`src/rtl/pm_pkg.sv`:
```
package pm_pkg;
   typedef enum logic [1:0] {
      PM_FULL  = 2'd0,
      PM_DOZE  = 2'd1,
      PM_NAP   = 2'd2,
      PM_SLEEP = 2'd3
   } pm_state_e;
endpackage

```
`src/rtl/pm_fsm.sv`:
```
module pm_fsm
   import pm_pkg::*;
(
   input  logic       clk,
   input  logic       rst_n,
   input  logic       mode_wr,
   input  logic [1:0] mode_sel,
   input  logic       all_quiet,
   input  logic       irq,
   input  logic       dec_evt,
   output pm_state_e  state,
   output logic       pending
);
   pm_state_e target;
   logic      wake_static;
   logic      wake_any;

   // sleep stops the timebase, so only an interrupt can leave it
   assign wake_any    = irq | dec_evt;
   assign wake_static = irq | (dec_evt & (state != PM_SLEEP));

   always_ff @(posedge clk or negedge rst_n) begin
      if (!rst_n) begin
         state   <= PM_FULL;
         target  <= PM_FULL;
         pending <= 1'b0;
      end else if (state != PM_FULL) begin
         if (wake_static) state <= PM_FULL;
      end else if (pending) begin
         if (wake_any || (mode_wr && mode_sel == 2'd0)) begin
            pending <= 1'b0;
         end else if (all_quiet) begin
            state   <= target;
            pending <= 1'b0;
         end
      end else if (mode_wr && mode_sel != 2'd0) begin
         pending <= 1'b1;
         target  <= pm_state_e'(mode_sel);
      end
   end
endmodule

```
`src/rtl/pm_domain_dec.sv`:
```
module pm_domain_dec
   import pm_pkg::*;
(
   input  pm_state_e state,
   output logic      core_run,
   output logic      snoop_en,
   output logic      tb_en,
   output logic      ack
);
   always_comb begin
      core_run = 1'b0;
      snoop_en = 1'b0;
      tb_en    = 1'b0;
      unique case (state)
         PM_FULL:  begin core_run = 1'b1; snoop_en = 1'b1; tb_en = 1'b1; end
         PM_DOZE:  begin snoop_en = 1'b1; tb_en = 1'b1; end
         PM_NAP:   tb_en = 1'b1;
         PM_SLEEP: ;
         default:  ;
      endcase
      ack = (state != PM_FULL);
   end
endmodule

```
`src/rtl/pm_unit_gate.sv`:
```
module pm_unit_gate (
   input  logic core_run,
   input  logic dyn_en,
   input  logic idle,
   input  logic issue,
   output logic clk_en
);
   // issue forces the enable combinationally so new work is never delayed
   assign clk_en = core_run & (~dyn_en | ~idle | issue);
endmodule

```
`src/rtl/pwr_mode_ctl.sv`:
```
module pwr_mode_ctl
   import pm_pkg::*;
#(
   parameter int NUM_UNITS = 4
) (
   input  logic                 clk,
   input  logic                 rst_n,
   input  logic                 mode_wr,
   input  logic [1:0]           mode_sel,
   input  logic                 dyn_gate_en,
   input  logic [NUM_UNITS-1:0] unit_idle,
   input  logic [NUM_UNITS-1:0] unit_issue,
   input  logic                 bus_busy,
   input  logic                 irq,
   input  logic                 dec_evt,
   output logic [NUM_UNITS-1:0] unit_clk_en,
   output logic                 snoop_clk_en,
   output logic                 tb_clk_en,
   output logic                 quiesce_req,
   output logic                 pm_ack,
   output logic [1:0]           pm_state
);
   localparam int UNIT_MAX = 32;

   generate
      if (NUM_UNITS < 1 || NUM_UNITS > UNIT_MAX) begin : g_bad_cfg
         $error("pwr_mode_ctl: NUM_UNITS out of range");
      end
   endgenerate

   pm_state_e state;
   logic      pending;
   logic      core_run;
   logic      all_quiet;

   assign all_quiet = (&unit_idle) & ~bus_busy;

   pm_fsm u_fsm (
      .clk       (clk),
      .rst_n     (rst_n),
      .mode_wr   (mode_wr),
      .mode_sel  (mode_sel),
      .all_quiet (all_quiet),
      .irq       (irq),
      .dec_evt   (dec_evt),
      .state     (state),
      .pending   (pending)
   );

   pm_domain_dec u_dec (
      .state    (state),
      .core_run (core_run),
      .snoop_en (snoop_clk_en),
      .tb_en    (tb_clk_en),
      .ack      (pm_ack)
   );

   generate
      for (genvar i = 0; i < NUM_UNITS; i++) begin : g_unit
         pm_unit_gate u_gate (
            .core_run (core_run),
            .dyn_en   (dyn_gate_en),
            .idle     (unit_idle[i]),
            .issue    (unit_issue[i]),
            .clk_en   (unit_clk_en[i])
         );
      end
   endgenerate

   assign quiesce_req = pending;
   assign pm_state    = state;
endmodule

```
`config.mk`:
```
export PLATFORM = sky130hd
export DESIGN_NAME = pwr_mode_ctl
export DESIGN_NICKNAME = d
export VERILOG_FILES = /design/src/rtl/pm_pkg.sv /design/src/rtl/pm_fsm.sv /design/src/rtl/pm_domain_dec.sv /design/src/rtl/pm_unit_gate.sv /design/src/rtl/pwr_mode_ctl.sv
export SDC_FILE = /design/constraint.sdc
export NUM_CORES = 1
export LEC_CHECK = 0
export BUFFER_PORTS_ARGS = -buffer_cell sky130_fd_sc_hd__buf_2
export CAP_MARGIN = 10
export CORE_AREA = 2 2 39 41
export CTS_CLUSTER_SIZE = 12
export DETAILED_ROUTE_END_ITERATION = 8
export DIE_AREA = 0 0 41 43
export GPL_TIMING_DRIVEN = 1
export HOLD_SLACK_MARGIN = 0.05
export SYNTH_ARGS = -nofsm -noshare
export SYNTH_HDL_FRONTEND = slang
export SYNTH_HIERARCHICAL = 1
export SYNTH_SLANG_ARGS = --single-unit
export TNS_END_PERCENT = 10
```
`constraint.sdc`:
```
create_clock -name clk -period 1.76 [get_ports clk]
set_input_delay 0.088 -clock clk [delete_from_list [all_inputs] [get_ports clk]]
set_output_delay 0.088 -clock clk [all_outputs]
set_load 0.02 [all_outputs]
```
==> results by group <==
Detailed routing
  – Routed len/inst: 11.4 um
  – Iteration-0 DRC Markers: 22
  – DR pass1 iterations: 4
  – Antenna Violating Nets Remaining: 0
  – DRC viols: 0
  – Routed WL: 1000 um
  – Via/cell ratio: 4.86
  – DR vias: 428

Layout
  – Filler instances: 145
  – # diodes: 0
  – Layout cells sized above 1: 0.444
  – Util after Layout: 0.386
  – Synthesis-to-layout area growth: 53.6%
  – Register area: 125 sq um
  – Multi-input gate area: 215 sq um
  – Final net count: 90

Yosys
  – Syn Nets: 58
  – Post-Syn Area per Cell: 8.48 sq um
  – Synthesis-stage register bit count: 5
  – Syn Inst Count: 41
  – Post-synth top area cell: dfrtp_1
  – Netlist Area Pre-Place: 348 sq um
  – Sequential-to-total area share from yosys stat: 0.360
  – Yosys Warn Count: 6
  – Post-synth top area share: 0.360
  – Largest cells by area after synthesis: dfrtp_1, nand2_1, o21a_1
  – Library cells used by synthesis: 17

Setup path
  – Buf+Inv Stages, Crit Path: 1
  – CP cell instances: nor2_1 -> o21a_1 -> buf_2
  – Setup crit start kind: register
  – CP top delay family: flip-flops
  – Worst EP required: 1.67 ns
  – CP max-delay cell: dfrtp_1
  – CP Data Arrival Time: roughly 1.3 ns
  – CP Class: register to output pin
  – Crit. End Element: output pin
  – Largest stage delay, worst path: between 0.4 and 0.5 ns
  – CP Max Fanout: 10

Floorplanning
  – Die ar.: 1760 sq um
  – Die Y: between 40 and 50 um
  – Core area: 1380 sq um
  – # rows: 14
  – Initial Utilization: 0.251
  – Ports: 27
  – Die width: 41 um

Clock network
  – Clk root buf: clkbuf_4
  – Clk_lat worst skew: 0.25 ns
  – Post-cts sizing count: 0
  – Worst-path clk slew: 0.05 ns
  – CTS Buf Count: 3
  – Clock Tree Buf Depth: 2
  – # clock sinks: 5
  – CTS tree: done
  – Post-CTS Setup Bufs: 0
  – Max H-tree Level: 1

Global routing
  – GRT Total Usage: 0.128
  – Initial antenna violation count: 0
  – First-pass GRT wire length: approximately 1500 um
  – Grt ovf: 0
  – Vias in the first global route: between 300 and 400
  – Largest net degree at the start of global routing: 11

Power
  – Comb pwr share: 0.287
  – P_int: between 300 and 400 uW
  – Switching power: 156 uW
  – Leakage: about 0.00026 uW
  – Max IR drop VDD: about 720 uV
  – Clock power share: 0.294
  – Sw Ratio: 0.339
  – Pwr dens: 859 nW/um^2
  – Seq pwr share: 0.418

STA
  – Peak Freq: a little over 700 MHz
  – Least-Margin Pin Slew: 0.336 ns
  – Setup Viol. Count Final: 0
  – Worst Skew: 0.00810 ns
  – Final min period: ~1.4 ns
  – Tcrit/Tclk final: 0.793
  – Setup TNS: 0 ns
  – Slew margin rel.: 0.776
  – Final Max Slew Viols: 0
  – RSZ-0062 raised after global routing: no
  – Hold Vio Cnt, Final: 0

Place
  – Buffers on Ports: 26
  – Post-DP HPWL: 796 um
  – GPL Wtd Cong: 0.724

Status
  – Status: finished, final reports clean

Worst hold path
  – Worst hold path class: input port to register

Run
  – Max-cap violations: 0
==> cell usage after synthesis (all sizes together) <==
| cell type | count |
|---|---|
| a22o | 2 |
| inv | 2 |
| nor3 | 1 |
| o21a | 4 |
| a31oi | 2 |
| nand2b | 2 |
| or2 | 2 |
| nor2 | 2 |
| nor4 | 1 |
| nor4b | 1 |
| nand3b | 2 |
| nand3 | 2 |
| o21ai | 4 |
| dfrtp | 5 |
| and4bb | 1 |
| nand2 | 8 |
==> cells in the final DEF (no fill, tap or decap) <==
cell type / n
nand2b_1: 2
dfrtp_1: 5
nor3_1: 1
nand3b_1: 2
clkbuf_4: 3
inv_1: 2
a31oi_1: 2
or2_1: 1
buf_2: 26
dlygate4sd3_1: 1
nor4_1: 1
nand2_1: 8
a22o_1: 2
o21a_1: 4
and4bb_2: 1
o21ai_0: 4
or2_2: 1
clkbuf_1: 1
nor4b_4: 1
nand3_1: 2
nor2_1: 2
==> power by group through the flow <==
stage                     Sequential, uW  Clock, uW  Combinational (uW)
final                                192        135                 132
after global routing                 196        144                 146
after CTS                            191        138                 132
after detailed placement             193          0                 129
after global placement               192          0                 127
after floorplan                      195          0                67.8
==> final cells by class <==
cell class | instances | area share
multi-input cells | 34 | 0.403
repair buffers | 27 | 0.262
flip-flops and latches | 5 | 0.234
clock buffers | 4 | 0.0492
well taps | 16 | 0.0375
inverters | 2 | 0.0141
==> cell families after synthesis <==
group	after synthesis	synth area share
flops	5	0.360
buf+inv	2	0.0216
simple gates	22	0.388
compound gates	12	0.230
==> stage by stage <==
stage               setup WS, ns  hold slack [ns]  instance area [sq um]  std cells  total power [uW]
floorplan                  0.509           -0.208                    348         41               263
global placement           0.546          -0.0929                    498         83               319
detailed placement         0.495          -0.0905                    498         83               322
CTS                        0.345           0.0988                    534         88               462
global route               0.290            0.111                    534         88               486
finish                     0.365            0.104                    534         88               459
==> layer usage <==
layer | global-route usage | vias to the layer above | share of wire
met3 | 0.0628 | 0 | 0.12
met2 | 0.200 | 26 | 0.46
met1 | 0.145 | 193 | 0.41
met5 | 0 | - | 0
li1 | - | 209 | -
met4 | 0.0400 | 0 | 0
==> flip-flops by register name, summed over array words and instances (netlist names) <==
register / cells
u_fsm/state: 2
u_fsm/pending: 1
u_fsm/target: 2
==> repair_timing <==
action	in CTS	in global routing
hold buffers	1	0
endpoints found under the setup margin	0	0
endpoints found under the hold margin	5	0
==> path summary, 6_finish.rpt <==
kind                            startpoint              end  slack, ns  cells after the start
max in group asynchronous            rst_n   u_fsm/state[1]       1.44                      2
setup reg to reg            u_fsm/state[1]  u_fsm/target[1]       0.48                      3
hold / removal                 mode_sel[1]  u_fsm/target[1]       0.10                      2
setup / recovery            u_fsm/state[1]   unit_clk_en[3]       0.36                      3
hold reg to reg            u_fsm/target[0]  u_fsm/target[0]       0.52                      1
min in group asynchronous            rst_n  u_fsm/target[1]       0.18                      2
(Power assumes the default switching activity.)
